### src/rtl/sram_ctl_pkg.sv
package sram_ctl_pkg;

    typedef enum logic [2:0] {
        ST_IDLE,
        ST_RD_SETUP,
        ST_RD_SAMPLE,
        ST_WR_SETUP,
        ST_WR_PULSE,
        ST_WR_HOLD,
        ST_TURN
    } ctl_state_e;

    // Control intents, all active high; the top converts them to pin polarity.
    typedef struct packed {
        logic sel;
        logic oe;
        logic we;
        logic strobe;
        logic drive;
    } pin_ctl_t;

    // Whole cycles covering a time in ns, never less than one.
    function automatic int unsigned ns_to_cycles(input int unsigned t_ns,
                                                 input int unsigned clk_ns);
        int unsigned c;
        c = (t_ns + clk_ns - 1) / clk_ns;
        return (c == 0) ? 1 : c;
    endfunction

    function automatic int unsigned max_u(input int unsigned a, input int unsigned b);
        return (a > b) ? a : b;
    endfunction

endpackage

### src/rtl/sram_ctl_timer.sv
module sram_ctl_timer #(
    parameter int unsigned CNT_W = 2
) (
    input  logic             clk,
    input  logic             rst,
    input  logic             load_i,
    input  logic [CNT_W-1:0] load_val_i,
    output logic             expired_o
);
    logic [CNT_W-1:0] cnt_q;

    always_ff @(posedge clk) begin
        if (rst) begin
            cnt_q <= '0;
        end else if (load_i) begin
            cnt_q <= load_val_i;
        end else if (cnt_q != '0) begin
            cnt_q <= cnt_q - 1'b1;
        end
    end

    assign expired_o = (cnt_q == '0);

    // The counter only ever moves down between loads.
    p_count_down_r9: assert property (@(posedge clk) disable iff (rst)
        (!$past(load_i) && $past(cnt_q) != '0) |-> (cnt_q == $past(cnt_q) - 1'b1));

endmodule

### src/rtl/sram_ctl_fsm.sv
module sram_ctl_fsm
    import sram_ctl_pkg::*;
#(
    parameter int unsigned N_AA      = 2,
    parameter int unsigned N_OEW     = 1,
    parameter int unsigned N_PW      = 2,
    parameter int unsigned N_LZ      = 1,
    parameter bit          WR_OE_LOW = 1'b0
) (
    input  logic     clk,
    input  logic     rst,
    input  logic     req_i,
    input  logic     req_we_i,
    output logic     accept_o,
    output logic     capture_o,
    output logic     done_o,
    output pin_ctl_t ctl_o
);
    localparam int unsigned MAXC  = max_u(max_u(N_AA, N_OEW), max_u(N_PW, N_LZ));
    localparam int unsigned CNT_W = $clog2(MAXC + 1);

    ctl_state_e       state_q, state_d;
    logic             chain_q, chain_d;
    logic             done_q, finish;
    logic             ld;
    logic [CNT_W-1:0] ld_val;
    logic             expired;

    sram_ctl_timer #(.CNT_W(CNT_W)) i_timer (
        .clk        (clk),
        .rst        (rst),
        .load_i     (ld),
        .load_val_i (ld_val),
        .expired_o  (expired)
    );

    always_comb begin
        state_d   = state_q;
        chain_d   = chain_q;
        ld        = 1'b0;
        ld_val    = '0;
        accept_o  = 1'b0;
        capture_o = 1'b0;
        finish    = 1'b0;
        unique case (state_q)
            ST_IDLE: begin
                if (req_i) begin
                    accept_o = 1'b1;
                    ld       = 1'b1;
                    if (req_we_i) begin
                        state_d = ST_WR_SETUP;
                        ld_val  = CNT_W'(N_OEW - 1);
                        chain_d = 1'b0;
                    end else begin
                        state_d = ST_RD_SETUP;
                        ld_val  = CNT_W'(N_AA - 1);
                    end
                end
            end
            ST_RD_SETUP: begin
                if (expired) state_d = ST_RD_SAMPLE;
            end
            ST_RD_SAMPLE: begin
                capture_o = 1'b1;
                finish    = 1'b1;
                state_d   = ST_IDLE;
            end
            ST_WR_SETUP: begin
                if (expired) begin
                    state_d = ST_WR_PULSE;
                    ld      = 1'b1;
                    ld_val  = CNT_W'(N_PW - 1);
                end
            end
            ST_WR_PULSE: begin
                if (expired) begin
                    state_d = ST_WR_HOLD;
                    chain_d = req_i && req_we_i;
                end
            end
            ST_WR_HOLD: begin
                finish = 1'b1;
                ld     = 1'b1;
                if (chain_q) begin
                    accept_o = 1'b1;
                    state_d  = ST_WR_SETUP;
                    ld_val   = '0;
                end else begin
                    state_d  = ST_TURN;
                    ld_val   = CNT_W'(N_LZ - 1);
                end
            end
            ST_TURN: begin
                if (expired) state_d = ST_IDLE;
            end
            default: state_d = ST_IDLE;
        endcase
    end

    always_ff @(posedge clk) begin
        if (rst) begin
            state_q <= ST_IDLE;
            chain_q <= 1'b0;
            done_q  <= 1'b0;
        end else begin
            state_q <= state_d;
            chain_q <= chain_d;
            done_q  <= finish;
        end
    end

    logic we_low;
    assign we_low = (state_q == ST_WR_PULSE) ||
                    (chain_q && (state_q == ST_WR_HOLD || state_q == ST_WR_SETUP));

    generate
        if (WR_OE_LOW) begin : g_oe_kept
            assign ctl_o.oe = (state_q == ST_RD_SETUP) || (state_q == ST_RD_SAMPLE) || we_low;
        end else begin : g_oe_raised
            assign ctl_o.oe = (state_q == ST_RD_SETUP) || (state_q == ST_RD_SAMPLE);
        end
    endgenerate

    assign ctl_o.sel    = (state_q != ST_IDLE);
    assign ctl_o.we     = we_low;
    assign ctl_o.strobe = (state_q == ST_RD_SETUP) || (state_q == ST_RD_SAMPLE) ||
                          (state_q == ST_WR_PULSE);
    assign ctl_o.drive  = (state_q == ST_WR_PULSE) || (state_q == ST_WR_HOLD) ||
                          (chain_q && state_q == ST_WR_SETUP);
    assign done_o       = done_q;

    // completion is a single-cycle pulse.
    p_done_pulse_r9: assert property (@(posedge clk) disable iff (rst)
        done_o |=> !done_o);

    // a request is never taken while strobes frame a transfer.
    p_ack_no_strobe_r10: assert property (@(posedge clk) disable iff (rst)
        accept_o |-> !ctl_o.strobe);

endmodule

### src/rtl/sram_ctl_lanes.sv
module sram_ctl_lanes #(
    parameter int unsigned ADDR_W = 19,
    parameter int unsigned DATA_W = 32
) (
    input  logic                 clk,
    input  logic                 rst,
    input  logic                 load_i,
    input  logic [ADDR_W-1:0]    addr_i,
    input  logic [DATA_W-1:0]    wdata_i,
    input  logic [DATA_W/8-1:0]  mask_i,
    input  logic                 strobe_i,
    input  logic                 drive_i,
    input  logic                 capture_i,
    output logic [ADDR_W-1:0]    mem_addr_o,
    output logic [DATA_W/8-1:0]  bw_n_o,
    output logic [DATA_W-1:0]    dq_out_o,
    output logic                 dq_oe_o,
    input  logic [DATA_W-1:0]    dq_in_i,
    output logic [DATA_W-1:0]    rdata_o
);
    localparam int unsigned LANES = DATA_W / 8;

    logic [ADDR_W-1:0] addr_q;
    logic [DATA_W-1:0] data_q;
    logic [LANES-1:0]  mask_q;
    logic [DATA_W-1:0] rdata_q;

    always_ff @(posedge clk) begin
        if (rst) begin
            addr_q <= '0;
            data_q <= '0;
            mask_q <= '0;
        end else if (load_i) begin
            addr_q <= addr_i;
            data_q <= wdata_i;
            mask_q <= mask_i;
        end
    end

    for (genvar g = 0; g < LANES; g++) begin : g_lane
        assign bw_n_o[g] = ~(strobe_i & mask_q[g]);
        always_ff @(posedge clk) begin
            if (rst) begin
                rdata_q[g*8 +: 8] <= '0;
            end else if (capture_i) begin
                rdata_q[g*8 +: 8] <= mask_q[g] ? dq_in_i[g*8 +: 8] : 8'h00;
            end
        end
    end

    assign mem_addr_o = addr_q;
    assign dq_out_o   = data_q;
    assign dq_oe_o    = drive_i;
    assign rdata_o    = rdata_q;

    // address steady across consecutive strobe cycles.
    p_addr_stable_r6: assert property (@(posedge clk) disable iff (rst)
        (strobe_i && $past(strobe_i)) |-> $stable(mem_addr_o));

    // one cycle of hold after a write strobe ends.
    p_write_hold_r6: assert property (@(posedge clk) disable iff (rst)
        ($fell(strobe_i) && drive_i) |-> ($stable(mem_addr_o) && $stable(dq_out_o)));

endmodule

### src/rtl/sram_ctl.sv
module sram_ctl
    import sram_ctl_pkg::*;
#(
    parameter int unsigned ADDR_W      = 19,
    parameter int unsigned DATA_W      = 32,
    parameter int unsigned CLK_NS      = 5,
    parameter int unsigned T_AA_NS     = 10,
    parameter int unsigned T_PWE_NS    = 8,
    parameter int unsigned T_PWE_OE_NS = 10,
    parameter int unsigned T_SD_NS     = 6,
    parameter int unsigned T_OE_WE_NS  = 4,
    parameter int unsigned T_LZWE_NS   = 2,
    parameter bit          WR_OE_LOW   = 1'b0
) (
    input  logic                 clk,
    input  logic                 rst,
    input  logic                 req,
    input  logic                 req_we,
    input  logic [ADDR_W-1:0]    req_addr,
    input  logic [DATA_W-1:0]    req_wdata,
    input  logic [DATA_W/8-1:0]  req_mask,
    output logic                 ack,
    output logic                 done,
    output logic [DATA_W-1:0]    rdata,
    output logic [ADDR_W-1:0]    mem_addr,
    output logic                 mem_ce_n,
    output logic                 mem_ce2,
    output logic                 mem_oe_n,
    output logic                 mem_we_n,
    output logic [DATA_W/8-1:0]  mem_bw_n,
    output logic [DATA_W-1:0]    mem_dq_out,
    input  logic [DATA_W-1:0]    mem_dq_in,
    output logic                 mem_dq_oe
);
    localparam int unsigned N_AA   = ns_to_cycles(T_AA_NS, CLK_NS);
    localparam int unsigned N_OEW  = ns_to_cycles(T_OE_WE_NS, CLK_NS);
    localparam int unsigned N_LZ   = ns_to_cycles(T_LZWE_NS, CLK_NS);
    localparam int unsigned N_PWE  = ns_to_cycles(WR_OE_LOW ? T_PWE_OE_NS : T_PWE_NS, CLK_NS);
    localparam int unsigned N_PW   = max_u(N_PWE, ns_to_cycles(T_SD_NS, CLK_NS));
    localparam int unsigned GAP_SAT = 15;
    localparam int unsigned GAP_MIN = (N_LZ > GAP_SAT) ? GAP_SAT : N_LZ;

    pin_ctl_t ctl;
    logic     accept;
    logic     capture;

    sram_ctl_fsm #(
        .N_AA      (N_AA),
        .N_OEW     (N_OEW),
        .N_PW      (N_PW),
        .N_LZ      (N_LZ),
        .WR_OE_LOW (WR_OE_LOW)
    ) i_fsm (
        .clk       (clk),
        .rst       (rst),
        .req_i     (req),
        .req_we_i  (req_we),
        .accept_o  (accept),
        .capture_o (capture),
        .done_o    (done),
        .ctl_o     (ctl)
    );

    sram_ctl_lanes #(
        .ADDR_W (ADDR_W),
        .DATA_W (DATA_W)
    ) i_lanes (
        .clk        (clk),
        .rst        (rst),
        .load_i     (accept),
        .addr_i     (req_addr),
        .wdata_i    (req_wdata),
        .mask_i     (req_mask),
        .strobe_i   (ctl.strobe),
        .drive_i    (ctl.drive),
        .capture_i  (capture),
        .mem_addr_o (mem_addr),
        .bw_n_o     (mem_bw_n),
        .dq_out_o   (mem_dq_out),
        .dq_oe_o    (mem_dq_oe),
        .dq_in_i    (mem_dq_in),
        .rdata_o    (rdata)
    );

    assign ack      = accept;
    assign mem_ce_n = ~ctl.sel;
    assign mem_ce2  = ctl.sel;
    assign mem_oe_n = ~ctl.oe;
    assign mem_we_n = ~ctl.we;

    // Cycles since the controller last drove the bus (assertion support).
    logic [3:0] rel_cnt;
    always_ff @(posedge clk) begin
        if (rst) begin
            rel_cnt <= 4'(GAP_SAT);
        end else if (mem_dq_oe) begin
            rel_cnt <= '0;
        end else if (rel_cnt != 4'(GAP_SAT)) begin
            rel_cnt <= rel_cnt + 1'b1;
        end
    end

    // never drive while the memory's outputs may be enabled.
    p_no_contention_r8: assert property (@(posedge clk) disable iff (rst)
        mem_dq_oe |-> (mem_oe_n || !mem_we_n));

    // turnaround gap before a read enables the memory outputs.
    p_turn_gap_r8: assert property (@(posedge clk) disable iff (rst)
        ($fell(mem_oe_n) && mem_we_n) |-> (32'(rel_cnt) >= GAP_MIN));

    // output enable already high when write enable falls.
    p_oe_before_we_r4: assert property (@(posedge clk) disable iff (rst)
        $fell(mem_we_n) |-> $past(mem_oe_n));

    // the two chip enables always agree on selection.
    p_sel_agree_r2: assert property (@(posedge clk) disable iff (rst)
        (!mem_we_n || !mem_oe_n) |-> (!mem_ce_n && mem_ce2));

endmodule

### config.mk
export PLATFORM = sky130hd
export DESIGN_NAME = sram_ctl
export DESIGN_NICKNAME = d
export VERILOG_FILES = /design/src/rtl/sram_ctl_pkg.sv /design/src/rtl/sram_ctl_timer.sv /design/src/rtl/sram_ctl_fsm.sv /design/src/rtl/sram_ctl_lanes.sv /design/src/rtl/sram_ctl.sv
export SDC_FILE = /design/constraint.sdc
export NUM_CORES = 1
export LEC_CHECK = 0
export CORE_UTILIZATION = 45
export CTS_CLUSTER_DIAMETER = 200
export DETAILED_ROUTE_END_ITERATION = 8
export DONT_BUFFER_PORTS = 1
export PLACE_DENSITY = 0.66
export SYNTH_ARGS = -nofsm -noshare
export SYNTH_HDL_FRONTEND = slang
export SYNTH_SLANG_ARGS = --single-unit
### constraint.sdc
create_clock -name clk -period 4.4 [get_ports clk]
set_input_delay 0.88 -clock clk [delete_from_list [all_inputs] [get_ports clk]]
set_output_delay 0.88 -clock clk [all_outputs]
set_load 0.1 [all_outputs]
Yosys cells after proc, flatten, opt, wreduce, memory -nomap -nowiden
Cells that the tools add are included.
{"block": "totals", "reg_bits": 94, "rom_bits": 0, "ram_bits": 0, "latch_bits": 0, "memories": 0, "wordCells": 82, "input_bits": 91, "out_inout_bits": 94}
{"block": "op_classes", "bitwise_logic": 11, "eq_ne": 12, "multipliers": 0, "n_div": 0, "order_cmp": 0, "n_reduce_logical": 18, "shift": 0, "mux": 29, "addsub": 1}
{"operator": "$mux W8", "count": 4}
{"operator": "$mux W3", "count": 6}
{"operator": "$pmux W3 S6", "count": 1}
{"operator": "$mux W1", "count": 10}
{"operator": "$eq A3 B3 Y1 const B", "count": 3}
{"operator": "$mux W2", "count": 4}
{"operator": "$ne A2 B1 Y1 const B", "count": 4}
{"operator": "$not A1 Y1", "count": 7}
{"operator": "$eq A3 B2 Y1 const B", "count": 2}
{"operator": "$logic_or A1 B1 Y1", "count": 6}
{"operator": "$reduce_bool A2 Y1", "count": 3}
{"operator": "$reduce_and A5 Y1", "count": 1}
{"operator": "$and A1 B1 Y1", "count": 4}
{"operator": "$ne A2 B2 Y1 const B", "count": 2}
{"operator": "$pmux W1 S2", "count": 2}
{"operator": "$pmux W2 S2", "count": 1}
{"operator": "$reduce_and A4 Y1", "count": 1}
{"operator": "$eq A3 B1 Y1 const B", "count": 1}
{"operator": "$logic_and A1 B1 Y1", "count": 3}
{"operator": "$logic_not A3 Y1", "count": 1}
{"operator": "$pmux W1 S3", "count": 1}
{"operator": "$reduce_bool A3 Y1", "count": 1}
{"operator": "$logic_not A2 Y1", "count": 1}
{"operator": "$reduce_or A2 Y1", "count": 1}
{"operator": "$sub A2 B1 Y2 const B", "count": 1}

Longest topological paths before layout
{"block": "logic_depth", "word_depth": 5, "depth_mapped": 6, "mapped_depth_nobuf": 5}

Modules after synthesis
Synthesis repeated with hierarchy kept, for this count alone.
{"block": "unflattened", "cells_unflattened": 398, "area_unflattened_um2": 3833.7}
{"module": "sram_ctl_lanes", "area_each_um2": 3278.1, "cells_each": 325, "instances": 1, "seq_area_each_um2": 1741.7}
{"module": "sram_ctl_fsm", "area_each_um2": 422.9, "cells_each": 58, "instances": 1, "seq_area_each_um2": 100.1}
{"module": "sram_ctl_timer", "area_each_um2": 121.4, "cells_each": 12, "instances": 1, "seq_area_each_um2": 40.0}
{"module": "sram_ctl", "area_each_um2": 11.3, "cells_each": 3, "instances": 1, "seq_area_each_um2": 0.0}

Least setup slack after synthesis
Ideal clock, no wire load.
{"block": "synth_timing", "path_kind": "register to output", "start": "reg i_fsm.state_q[0]", "end": "out mem_ce2", "path_buffers": 2, "slack_ns": -0.480, "path_stages_with_launch": 5, "arrival_time_ns": 4.000, "required_time_ns": 3.520, "path_cell_list": "dfxtp_1 -> buf_2 -> buf_2 -> nor3_1 -> inv_1"}
{"block": "synth_between", "elab_chain_cells": 1}
{"element": "start: declaration", "line_no": "sram_ctl_fsm.sv:22", "rtl": "ctl_state_e state_q, state_d;"}
{"element": "start signal: assignment", "line_no": "sram_ctl_fsm.sv:106", "rtl": "state_q <= state_d;"}
{"element": "$reduce_bool A3 Y1", "line_no": "sram_ctl_fsm.sv:124", "rtl": "assign ctl_o.sel = (state_q != ST_IDLE);"}
{"element": "end: declaration", "line_no": "sram_ctl.sv:27", "rtl": "output logic mem_ce2,"}
No other way between the ends.

Worst setup path after layout
{"block": "layout_timing", "start": "reg i_fsm.state_q[0]", "end": "out mem_bw_n[1]"}
{"block": "layout_between", "elab_chain_cells": 5, "word_cells_on_any_way": 7, "cone_classes": "eq/ne: 3; bitwise: 2; reduce/logical: 2"}
{"element": "$eq A3 B1 Y1 or $eq A3 B2 Y1 (tied branches)", "line_no": "sram_ctl_fsm.sv:126", "rtl": "assign ctl_o.strobe = (state_q == ST_RD_SETUP) || (state_q == ST_RD_SAMPLE) ||"}
{"element": "$logic_or A1 B1 Y1", "line_no": "sram_ctl_fsm.sv:126"}
{"element": "$logic_or A1 B1 Y1 (*)", "line_no": "sram_ctl_fsm.sv:126"}
{"element": "$and A1 B1 Y1 (*)", "line_no": "sram_ctl_lanes.sv:41", "rtl": "assign bw_n_o[g] = ~(strobe_i & mask_q[g]);"}
{"element": "$not A1 Y1 (*)", "line_no": "sram_ctl_lanes.sv:41"}
{"element": "end: declaration", "line_no": "sram_ctl.sv:30", "rtl": "output logic [DATA_W/8-1:0] mem_bw_n,"}
Every way passes the cells marked *; elsewhere a longest branch is shown, timed or not.

==> qor.txt <==
RSZ-0062 raised after global routing: false
worst reg-to-reg setup slack: 1.85 ns
drt via density: 5.43
share of cells above drive strength 1: 7.53%
HP Start: i_fsm.i_timer.cnt_q[1]$_SDFFE_PP0P_
P_sw: 1.06 mW
Max IR drop VDD: 0.233 mV
number of global-route vias before repair: 2773
postcts setup bufs: 0
yosys warns: 0
sequential share of power: 59.9%
endpoints failing hold: 0
clk_lat worst skew: 0.35 ns
via count: 2965
initial antenna violation count: 0
CTS resizes: 0
Total GRT Usage: 17.1%
placed cells: 530
Fmax achieved: 272 MHz
max-slew violations: 0
fin crit period: 3.68 ns
Static Leak: 1.56 nW
die area: 9770 um^2
number of distinct library cells after synthesis: 38
row count: 34
core area: 8890 um^2
PD cells: 538 nW/um^2
initial core utilization: 47.5%
Power, Total: 2.37 mW
Clock transition at path regs: 0.09 ns
MaxCap Viol Count: 0
boundary pin count: 185
Setup Crit Path Kind: reg2out
cells after synthesis: 455
Worst Path Required: 3.52 ns
final wirelength: 8550 um
Comb power frac: 17.1%
final setup violation count: 0
Syn-to-layout area delta: 4.33%
post-route cell area: 4400 um^2
DR DRC count: 0
Setup TNS Final: 0 ns
Final nets: 525
R2R depth: 4
HP Class: reg2reg
Routed wire per std cell: 15.7 um
CP max FO: 34
Worst Setup End Kind: output pin
register area share after synthesis: 44.6%
antenna-violating nets left: 0
Startpoint Class: register
Clk pwr share: 23.1%
measured slew at the worst slew-check pin: 1.19 ns
period utilisation layout: 83.7%
chip width: 98.8 um
first-pass GRT wire length: 13300 um
Critical Path AT: 2.80 ns
hold path depth: 2
CTS root buf: clkbuf_8
Post-Syn Nets: 547
Critical path origin: i_fsm.state_q[0]$_SDFFE_PP0P_
clock skew: 0.0114 ns
CTS sink cnt: 94
CTS Buf Count: 9
Final HPWL DP: 5640 um
number of flops mapped to enable cells by yosys: 0
WHS: 0.546 ns
Congestion Overflow GR: 0
routability cong.: 0.721
H-tree Lvls: 3
largest net degree at the start of global routing: 151
relative slew slack: 20.8%
most common flop cell mapped by yosys: dfxtp_1
status: complete, no violations
Mapped Area: 4220 um^2
Post-Place Cell Area: 4210 um^2
RR Endpoint: i_lanes.dq_out_o[27]$_SDFFE_PP0P_
1st-pass router iterations: 4
Sw Share: 44.7%
post-synthesis area per instance: 9.27 um^2
CTS tree: built
hold buffers post-CTS: 0
DR iter-0 viols: 90
async set or reset register ratio after synthesis: 0%
non-filler instance count after layout: 546
most common cell after layout, fill and taps aside: nand2b_1
Die Height: 98.8 um
input/output buffers: 0
deepest clock path buffer count: 2
launching point of the worst reg2reg path: i_fsm.state_q[0]$_SDFFE_PP0P_
Seq cells post-synth: 94
Diodes inserted: 0
Int Power: 1.31 mW
most frequent cells in the layout: 114 x nand2b_1, 94 x dfxtp_1, 56 x mux2i_1
Worst Hold Endpoint: i_fsm.i_timer.cnt_q[1]$_SDFFE_PP0P_
-- state kept, by name (all words and copies together) (netlist names) --
register	cells
i_lanes.dq_out_o	32
i_lanes.rdata_o	32
i_lanes.mem_addr_o	19
i_lanes.mask_q	4
i_fsm.state_q	3
i_fsm.i_timer.cnt_q	2
i_fsm.chain_q	1
i_fsm.done_o	1
-- layer usage --
layer  global-route usage (%)  part of all wire [%]  vias up
met5                        0                     0        -
met4                     6.89                   1.3        0
met3                     5.67                   9.1        9
met2                     28.9                    48      125
met1                     20.0                    41     1363
li1                         -                     -     1468
-- synth_stat cells, drive strengths merged, types with 3 or more instances --
master | n | area share [%]
nand3 | 34 | 4.0
o21ai | 3 | 0.36
a21oi | 38 | 4.8
dfxtp | 94 | 45
mux2i | 56 | 13
nand2b | 114 | 17
clkbuf | 23 | 2.0
nand2 | 37 | 3.3
inv | 5 | 0.44
nor3b | 3 | 0.65
nor2 | 4 | 0.36
buf | 17 | 3.8
-- how the worst max path moves through the flow --
stage	end	slack (ns)	cells after the start
2_1_floorplan	mem_dq_oe	0.38	4
3_3_place_gp	mem_bw_n[0]	1.23	4
3_5_place_dp	mem_bw_n[1]	1.09	4
4_1_cts	mem_bw_n[1]	0.70	4
5_1_grt	mem_bw_n[1]	0.49	4
6_report	mem_bw_n[1]	0.72	4
-- logic make-up (layout without fill, tap and decap cells) --
| kind of cell | after synthesis | after routing | share of synthesized area, % |
|---|---|---|---|
| and+or+nand+nor | 205 | 205 | 27.8 |
| AOI/OAI and AO/OA | 53 | 53 | 7.56 |
| xor gates and xnor gates | 1 | 1 | 0.208 |
| DFF | 94 | 94 | 44.6 |
| adders and majority gates | 1 | 1 | 0.297 |
| buffers and inverters | 45 | 28 | 6.26 |
| muxes | 56 | 56 | 13.3 |
-- critical path, cell delays in order (launching register included) --
cell     delay, ns
dfxtp_1       0.82
or3b_2        0.69
o21ai_0       0.45
nand2_1       0.18
buf_4         0.30
-- stage by stage --
step                setup WS, ns  util, %
global placement            1.23     47.3
floorplan                  0.383        -
finish                     0.719     49.5
detailed placement          1.09     47.3
global route               0.492     49.5
CTS                        0.697     49.5
-- layout make-up --
cell class,instances,area [um^2]
clock buffers,11,151
clock inverters,5,41.3
fillers,826,4490
inverters,5,18.8
multi-input cells,316,2110
flip-flops and latches,94,1880
well taps,108,135
repair buffers,7,65.1
-- power groups by stage --
stage	Combinational [mW]	Sequential [mW]	Clock, mW
2_1_floorplan	0.425	1.39	0
3_3_place_gp	0.397	1.44	0
3_5_place_dp	0.408	1.44	0
4_1_cts	0.409	1.42	0.575
5_1_grt	0.437	1.43	0.606
6_report	0.405	1.42	0.546
Note: power is estimated with default switching activity, not from simulation.
